`config.mk`:
```
export PLATFORM = sky130hd
export DESIGN_NAME = serial_xbar
export DESIGN_NICKNAME = d
export VERILOG_FILES = /design/src/rtl/sxb_pkg.sv /design/src/rtl/sxb_cfg_reg.sv /design/src/rtl/sxb_rx_sel.sv /design/src/rtl/sxb_tx_arb.sv /design/src/rtl/serial_xbar.sv
export SDC_FILE = /design/constraint.sdc
export NUM_CORES = 1
export LEC_CHECK = 0
export BUFFER_PORTS_ARGS = -buffer_cell sky130_fd_sc_hd__buf_4
export CAP_MARGIN = 20
export CORE_MARGIN = 3
export CORE_UTILIZATION = 28
export DETAILED_ROUTE_END_ITERATION = 10
export PLACE_DENSITY = 0.63
export SLEW_MARGIN = 20
export SYNTH_ARGS = -nofsm -noshare
export SYNTH_HDL_FRONTEND = slang
export SYNTH_SLANG_ARGS = --single-unit
```
`constraint.sdc`:
```
create_clock -name clk -period 2.4 [get_ports clk]
set_input_delay 0.12 -clock clk [delete_from_list [all_inputs] [get_ports clk]]
set_output_delay 0.12 -clock clk [all_outputs]
set_load 0.02 [all_outputs]
```
`src/rtl/sxb_pkg.sv`:
```
package sxb_pkg;
  localparam int unsigned SXB_NUM_HOST = 3;
  localparam int unsigned SXB_NUM_DEV  = 4;
  localparam int unsigned SXB_SEL_W    = $clog2(SXB_NUM_DEV);
  localparam int unsigned SXB_CFG_W    = 8;
  localparam int unsigned SXB_DBL_W    = 2;

  // lowest bit of the device field of host h; host 0 takes the top field
  function automatic int unsigned field_lsb(input int unsigned cfg_w,
                                            input int unsigned sel_w,
                                            input int unsigned h);
    return cfg_w - sel_w * (h + 1);
  endfunction
endpackage

```
`src/rtl/sxb_cfg_reg.sv`:
```
module sxb_cfg_reg #(
  parameter int unsigned W = 8
) (
  input  logic         clk,
  input  logic         rst,
  input  logic         we,
  input  logic [W-1:0] wdata,
  output logic [W-1:0] q
);
  always_ff @(posedge clk) begin
    if (rst)     q <= '0;
    else if (we) q <= wdata;
  end

  p_reset_clear_r1: assert property (@(posedge clk) rst |=> q == '0);
  p_write_store_r2: assert property (@(posedge clk) disable iff (rst)
                                     we |=> q == $past(wdata));
  p_write_hold_r2:  assert property (@(posedge clk) disable iff (rst)
                                     !we |=> $stable(q));
endmodule

```
`src/rtl/sxb_rx_sel.sv`:
```
module sxb_rx_sel #(
  parameter int unsigned NUM_DEV = 4,
  parameter int unsigned SEL_W   = $clog2(NUM_DEV)
) (
  input  logic [SEL_W-1:0]   sel,
  input  logic [NUM_DEV-1:0] dev_rx,
  output logic               host_rx
);
  // device 0 is the discard sink: its receive pin is never looked at
  always_comb begin
    if (sel == '0) host_rx = 1'b1;
    else           host_rx = dev_rx[sel];
  end
endmodule

```
`src/rtl/sxb_tx_arb.sv`:
```
module sxb_tx_arb #(
  parameter int unsigned NUM_HOST = 3,
  parameter int unsigned NUM_DEV  = 4,
  parameter int unsigned SEL_W    = $clog2(NUM_DEV)
) (
  input  logic [NUM_HOST*SEL_W-1:0] sel_flat,
  input  logic [NUM_HOST-1:0]       host_tx,
  output logic [NUM_DEV-1:0]        dev_tx
);
  // sink line is a fixed idle level
  assign dev_tx[0] = 1'b1;

  for (genvar d = 1; d < NUM_DEV; d++) begin : g_dev
    logic hit_any;
    logic line;
    always_comb begin
      hit_any = 1'b0;
      line    = 1'b1;
      // scan from lowest priority upward; host 0 overrides last
      for (int h = NUM_HOST - 1; h >= 0; h--) begin
        if (sel_flat[h*SEL_W +: SEL_W] == SEL_W'(d)) begin
          hit_any = 1'b1;
          line    = host_tx[h];
        end
      end
    end
    assign dev_tx[d] = hit_any ? line : 1'b1;
  end
endmodule

```
`src/rtl/serial_xbar.sv`:
```
module serial_xbar
  import sxb_pkg::*;
#(
  parameter int unsigned NUM_HOST = SXB_NUM_HOST,
  parameter int unsigned NUM_DEV  = SXB_NUM_DEV,
  parameter int unsigned CFG_W    = SXB_CFG_W,
  parameter int unsigned DBL_W    = SXB_DBL_W
) (
  input  logic               clk,
  input  logic               rst,
  input  logic               cfg_we,
  input  logic [CFG_W-1:0]   cfg_wdata,
  output logic [CFG_W-1:0]   cfg_rdata,
  input  logic [NUM_HOST-1:0] host_tx,
  output logic [NUM_HOST-1:0] host_rx,
  output logic [NUM_DEV-1:0]  dev_tx,
  input  logic [NUM_DEV-1:0]  dev_rx,
  output logic [DBL_W-1:0]    baud_dbl
);
  localparam int unsigned SEL_W = $clog2(NUM_DEV);

  logic [CFG_W-1:0]          cfg_q;
  logic [NUM_HOST*SEL_W-1:0] sel_flat;

  sxb_cfg_reg #(.W(CFG_W)) u_cfg (
    .clk   (clk),
    .rst   (rst),
    .we    (cfg_we),
    .wdata (cfg_wdata),
    .q     (cfg_q)
  );

  assign cfg_rdata = cfg_q;
  assign baud_dbl  = cfg_q[DBL_W-1:0];

  for (genvar h = 0; h < NUM_HOST; h++) begin : g_host
    localparam int unsigned LSB = field_lsb(CFG_W, SEL_W, h);
    logic [SEL_W-1:0] sel;
    assign sel = cfg_q[LSB +: SEL_W];
    assign sel_flat[h*SEL_W +: SEL_W] = sel;

    sxb_rx_sel #(.NUM_DEV(NUM_DEV), .SEL_W(SEL_W)) u_rx (
      .sel     (sel),
      .dev_rx  (dev_rx),
      .host_rx (host_rx[h])
    );

    // receive path follows the selected device
    p_rx_follow_r4: assert property (@(posedge clk) disable iff (rst)
      (sel != '0) |-> host_rx[h] == dev_rx[sel]);
    // a host parked on the sink hears idle
    p_rx_idle_r5: assert property (@(posedge clk) disable iff (rst)
      (sel == '0) |-> host_rx[h]);
  end

  sxb_tx_arb #(.NUM_HOST(NUM_HOST), .NUM_DEV(NUM_DEV), .SEL_W(SEL_W)) u_tx (
    .sel_flat (sel_flat),
    .host_tx  (host_tx),
    .dev_tx   (dev_tx)
  );

  // highest-priority host owns a device; unclaimed devices idle
  for (genvar d = 1; d < NUM_DEV; d++) begin : g_chk
    logic [NUM_HOST-1:0] claim;
    for (genvar h = 0; h < NUM_HOST; h++) begin : g_c
      assign claim[h] = (cfg_q[field_lsb(CFG_W, SEL_W, h) +: SEL_W] == SEL_W'(d));
    end
    p_first_claim_r7: assert property (@(posedge clk) disable iff (rst)
      claim[0] |-> dev_tx[d] == host_tx[0]);
    p_second_claim_r7: assert property (@(posedge clk) disable iff (rst)
      (!claim[0] && claim[1]) |-> dev_tx[d] == host_tx[1]);
    p_unclaimed_idle_r8: assert property (@(posedge clk) disable iff (rst)
      (claim == '0) |-> dev_tx[d]);
  end

  // output follows the stored byte, not the write data
  p_cfg_timing_r10: assert property (@(posedge clk) disable iff (rst)
    cfg_we |=> baud_dbl == $past(cfg_wdata[DBL_W-1:0]));
endmodule

```
==> results of run 1 <==
==> worst register-to-register path: cells and delay by family (launching register included) <==
| family | cells | cell delay [ns] |
|---|---|---|
| and+or+nand+nor | 1 | 0.10 |
| DFF | 1 | 0.47 |
| muxes | 1 | 0.11 |
==> how the worst max path moves through the flow <==
stage          slack (ns)   endpoint  cells past startpoint               startpoint
4_1_cts              0.79  dev_tx[1]                      4  u_cfg.q[2]$_SDFFE_PP0P_
3_3_place_gp         1.06  dev_tx[1]                      4  u_cfg.q[2]$_SDFFE_PP0P_
2_1_floorplan        0.91  dev_tx[2]                      3  u_cfg.q[5]$_SDFFE_PP0P_
5_1_grt              0.71  dev_tx[1]                      4  u_cfg.q[2]$_SDFFE_PP0P_
6_report             0.81  dev_tx[1]                      4  u_cfg.q[2]$_SDFFE_PP0P_
3_5_place_dp         1.07  dev_tx[1]                      4  u_cfg.q[2]$_SDFFE_PP0P_
==> logic make-up (layout without fill, tap and decap cells) <==
family / Yosys count / after routing / share of synthesized area [%]
AND/OR/NAND/NOR: 24 / 24 / 24.3
flip-flops: 8 / 8 / 31.7
multiplexers: 12 / 12 / 23.8
other: 1 / 1 / 0.742
buffers and inverters: 9 / 36 / 11.4
AO/OA/AOI/OAI: 7 / 7 / 8.17
==> power groups by stage <==
| stage | sequential (W) | clock [W] | combinational, W |
|---|---|---|---|
| 2_1_floorplan | 0.000163 | 0 | 0.0000560 |
| 3_3_place_gp | 0.000156 | 0 | 0.000108 |
| 3_5_place_dp | 0.000156 | 0 | 0.000110 |
| 4_1_cts | 0.000153 | 0.000109 | 0.000110 |
| 5_1_grt | 0.000155 | 0.000113 | 0.000118 |
| 6_report | 0.000153 | 0.000104 | 0.000108 |
==> cell type report <==
class | count | area (sq um) | share of cell area, %
sequential | 8 | 160 | 21.5
inverter | 1 | 3.75 | 0.504
timing repair buffer | 32 | 240 | 32.3
multi-input combinational | 44 | 288 | 38.7
tap | 24 | 30.0 | 4.03
clock buffer | 3 | 22.5 | 3.03
==> placed cells by master (no fill, tap or decap) <==
cell type	synthesis	final
a21oi_1	2	2
a22oi_1	1	1
and3_1	1	1
and4b_2	1	1
buf_4	6	32
clkbuf_4	0	3
conb_1	1	1
dfxtp_1	8	8
inv_1	1	1
mux2i_1	12	12
nand2_1	4	4
nand2b_1	1	1
nand3_1	1	1
nor2_1	11	11
nor2b_1	2	2
nor3b_1	1	1
o21ai_0	2	2
o22ai_1	1	1
o31ai_1	1	1
or2b_2	1	1
or3b_1	1	1
==> layer usage <==
metal	up-vias	routed length, um	global-route usage [%]
met5	-	0	0
met4	0	19	5.69
met3	2	138	6.13
met2	28	577	18.1
met1	214	590	14.6
li1	259	-	-
==> through the flow <==
| stage | instances | util, % | cell area (sq um) |
|---|---|---|---|
| final | 112 | 46.7 | 744 |
| after global routing | 112 | 46.7 | 744 |
| after CTS | 112 | 46.7 | 744 |
| after detailed placement | 109 | 45.3 | 722 |
| after global placement | 109 | 45.3 | 722 |
| after floorplan | 61 | - | 505 |
==> impl_results.md, run 1 <==
- Worst path bufs/invs: 1
- Combinational share of power: 29.7%
- Final WS setup: 0.812 ns
- Reg2reg start: u_cfg.q[6]$_SDFFE_PP0P_
- Post-Syn Instances: 61
- Post-route ant nets: 0
- Largest cells by area after synthesis: dfxtp_1, mux2i_1, buf_4, nor2_1, nand2_1
- Outcome: finished clean
- Worst Hold Slack: 0.0882 ns
- Max Clock Skew: 0 ns
- Nets: 108
- Initial antenna violation count: 0
- CP Max Fanout: 7
- Worst-path cell chain: or3b_1 -> mux2i_1 -> o22ai_1 -> buf_4
- Gpl congestion: 0.708
- Core Region: 1590 sq um
- Sw Share: a little under a third
- Yosys warnings: 0
- GR Overflow Total: 0
- Post-synth EDFFs: 0
- CTS hold repair buffers: 0
- Max reg flops: 8
- Post-synth top cells: mux2i_1, nor2_1, dfxtp_1, buf_4, nand2_1
- Yosys top cell by area: dfxtp_1
- Drt total wl: 1.33 mm
- Reg power frac: 41.9%
- Synth top area share: approximately a third
- Vias: 503
- Top reg by flops: u_cfg.q
- Die area: 2350 sq um
- Max incr delay on CP: between 0.4 and 0.5 ns
- R2r endpoint: u_cfg.q[6]$_SDFFE_PP0P_
- Routed WL per cell: 11.8 um
- Area Growth Syn to Fin: 47.3%
- Post-CTS Resized: 0
- Die W: 48.5 um
- Drt first pass iters: 4
- Fin Setup TNS: 0 ns
- H-tree level count: 1
- Vias in the first global route: 510
- Leading register cell type out of synthesis: dfxtp_1
- Detailed Route Iter0 Violations: 3
- Critical path class: reg2out
- Vias per cell: 4.49
- Net Switching: 0.000111 W
- Largest net degree at the start of global routing: 9
- PortBufs: 32
- DRC violations left: 0
- Post-CTS Setup Inserts: 0
- Synthesized area: 505 sq um
- Ant diodes: 0
- Yosys cell types: 22
- Synthesized Nets: between 70 and 80
- Worst reg2reg setup slack: 1.66 ns
- CP startpoint kind: flip-flop
- Clock sinks: 8
- Die height: 48.5 um
- Hold path depth: 2
- Layout cells sized above 1: around 42%
- CTS root buf: clkbuf_4
- Pre-CTS WS: 1.07 ns
- Post-synthesis sequential area ratio: 31.7%
- Lkg Pwr: approximately 0.37 nW
- Clock share of power: 28.4%
- First-pass GRT wire length: between 2 and 2.5 mm
- Hold Path Origin: rst
- CTS tree: yes
- HPWL Detailed: 1.06 mm
- Clock buffer count from CTS: 3
- Final hold vios: 0
- Setup repair after global routing missed its margin: no
- Max-cap violations: 0
- Synth async-reset ratio: 0%
- Pwr Total: 0.000366 W
- Initial Util: between 30% and 40%
- Critical path's top delay family: flip-flops
- Average size of a mapped cell: between 8 and 9 sq um
- # IOs: 35
- Largest regs: u_cfg.q: 8 flops
- Worst path slowest cell: dfxtp_1
- WP data arrival: 1.47 ns
- Crit path capture type: output port
- Max Transition Viols Final: 0
- Clock Path Buffers: 2
- Critical Path RT: 2.28 ns
- Layout fillers: 180
- Final worst path period need: 1.59 ns
- Final setup viols: 0
- CTS clk-pin slew, worst paths: 0.06 ns
- R2R cell count: 2
- Peak supply drop: 286 uV
- Most numerous cell in the Yosys netlist: mux2i_1
- Final worst path period share: 66.2%
- Clk_lat worst skew: 0.25 ns
- # rows: 14
- Max Fclk: 630 MHz
- Int Power: 0.000254 W
- Total track usage: 12.2%
- End of the worst hold path: u_cfg.q[7]$_SDFFE_PP0P_
- Hold Crit Class: in2reg
- Seq cells post-synth: 8
- Total power per unit cell area: 491 nW/um^2
No activity file was read; power rests on OpenSTA's default activity.
==> inputs of run 2 (changes only) <==
PLACE_DENSITY = 0.65   (was 0.63)
clock period = 1.3 ns   (was 2.4 ns; I/O delays follow)
==> impl_results.md, run 2 (same netlist as run 1, synthesis figures left out) <==
- CP startpoint kind: flip-flop
- Post-route ant nets: 0 (unchanged)
- CTS root buf: clkbuf_4
- Failing checks: negative setup slack
- Max-cap violations: 0 (unchanged)
- Worst-path cell chain: or2b_2 -> mux2i_2 -> o22ai_2 -> buf_6
- Detailed Route Iter0 Violations: 19 (+16)
- Largest net degree at the start of global routing: 9 (unchanged)
- Total power per unit cell area: 849 nW/um^2 (+73%)
- Total track usage: 12.9% (+0.73 points)
- HPWL Detailed: 1.13 mm (+6.5%)
- H-tree level count: 1 (unchanged)
- Clk_lat worst skew: 0.25 ns (about the same)
- Crit path capture type: output port
- Lkg Pwr: 0.403 nW (+9.9%)
- Ant diodes: 0 (unchanged)
- Fin cells: 117 (+4.5%)
- Worst reg2reg setup slack: 0.54 ns (-1.12 ns)
- Setup repair after global routing missed its margin: yes
- Die W: 48.5 um (unchanged)
- # IOs: 35 (unchanged)
- Max incr delay on CP: 0.37 ns (-0.07 ns)
- Leading cell types in the layout, fill and taps excluded: buf_4, mux2i_1, nor2_1, nand2_1, dfxtp_1
- Final WS setup: -0.151 ns (-0.963 ns)
- R2r endpoint: u_cfg.q[4]$_SDFFE_PP0P_
- Drt first pass iters: 2 (-2)
- CTS clk-pin slew, worst paths: 0.05 ns (about the same)
- Worst setup startpoint: u_cfg.q[5]$_SDFFE_PP0P_
- CP Max Fanout: 6 (-1)
- Pwr Total: 0.000707 W (+93%)
- Max Transition Viols Final: 0 (unchanged)
- Vias in the first global route: 565 (+11%)
- Outcome: finished, violations left
- Reg2reg start: u_cfg.q[4]$_SDFFE_PP0P_
- First-pass GRT wire length: 2.36 mm (+6.2%)
- Clock sinks: 8 (unchanged)
- PortBufs: 32 (unchanged)
- Initial Util: 31.7% (unchanged)
- Die area: 2350 sq um (unchanged)
- Vias per cell: 4.56 (+1.4%)
- Commonest non-fill, non-tap cell in the layout: buf_4
- Gpl congestion: 0.757 (+7.0%)
- Max Clock Skew: 0 ns (unchanged)
- Critical path class: reg2out
- R2R cell count: 3 (+1)
- Critical Path RT: 1.24 ns (-1.04 ns)
- Area Growth Syn to Fin: 64.6%
- Peak supply drop: 557 uV (+95%)
- Fin Setup TNS: -0.271 ns (-0.271 ns)
- # rows: 14 (unchanged)
- Largest regs: u_cfg.q: 8 flops
- Pre-CTS WS: 0.0509 ns (-1.02 ns)
- Final worst path period share: 112%
- Die height: 48.5 um (unchanged)
- Drt total wl: 1.50 mm (+13%)
- Max reg flops: 8 (unchanged)
- Worst setup endpoint: dev_tx[1]
- DP Cell Count: 111 (+1.8%)
- Nets: 113 (+4.6%)
- Vias: 533 (+6.0%)
- Final worst path period need: ~1.5 ns
- Final setup viols: 3 (+3)
- GR Overflow Total: 0 (unchanged)
- Routed WL per cell: 12.8 um (+8.1%)
- Clock Path Buffers: 2 (unchanged)
- Final hold vios: 0 (unchanged)
- WP data arrival: 1.39 ns (-0.08 ns)
- Initial antenna violation count: 0 (unchanged)
- Core Region: 1590 sq um (unchanged)
- DRC violations left: 0 (unchanged)
- Max Fclk: 689 MHz
- Clock buffer count from CTS: 3 (unchanged)
- Worst path slowest cell: dfxtp_4
- Top reg by flops: u_cfg.q
- Worst Hold Slack: 0.0335 ns (-0.0547 ns)
- Layout cells sized above 1: 55.9% (+14 points)
- CTS tree: yes
- Hold Crit Class: in2reg
run 2: power breakdown:
group          leakage [nW]  internal, W  switching, W  total [W]
registers            0.0681     0.000260     0.0000189   0.000279
clock network        0.0138     0.000106     0.0000843   0.000190
logic                 0.321     0.000127      0.000111   0.000238
run 2: critical path: cells and delay by family, from the launching register on:
kind	cells	cell delay [ns]
AND/OR/NAND/NOR	1	0.31
flip-flops	1	0.37
AO/OA/AOI/OAI	1	0.15
buffers and inverters	1	0.14
multiplexers	1	0.16
run 2: area by class of cell:
type | instances | area [sq um]
clock buffer | 3 | 22.5
fill | 165 | 762
inverter | 1 | 3.75
multi-input combinational | 44 | 317
sequential | 8 | 170
tap | 24 | 30.0
timing repair buffer | 37 | 289
run 2: worst min path at each step:
stage          cells after the start          from  slack, ns                       to
6_report                           2           rst       0.03  u_cfg.q[5]$_SDFFE_PP0P_
2_1_floorplan                      2  cfg_wdata[0]       0.21  u_cfg.q[0]$_SDFFE_PP0P_
3_5_place_dp                       3  cfg_wdata[5]       0.31  u_cfg.q[5]$_SDFFE_PP0P_
3_3_place_gp                       3  cfg_wdata[5]       0.30  u_cfg.q[5]$_SDFFE_PP0P_
5_1_grt                            2           rst       0.04  u_cfg.q[4]$_SDFFE_PP0P_
4_1_cts                            2           rst       0.03  u_cfg.q[5]$_SDFFE_PP0P_
run 2: stage by stage:
step	area (sq um)	util (%)
2_1_floorplan	517	-
3_3_place_gp	748	46.9
3_5_place_dp	748	46.9
4_1_cts	823	51.6
5_1_grt	832	52.2
6_report	832	52.2
run 2: repair_timing:
action | CTS | global route
hold buffers | 0 | 0
pin swaps | 4 | 1
resized for setup | 10 | 3
setup endpoints to repair | 4 | 5
setup buffers | 3 | 0
run 2: per-layer routing:
metal / up-vias / global-route usage [%] / wire length (um)
li1: 266 / - / -
met1: 242 / 13.7 / 628
met2: 23 / 21.6 / 726
met3: 2 / 7.36 / 130
met4: 0 / 4.27 / 12
met5: - / 0 / 0
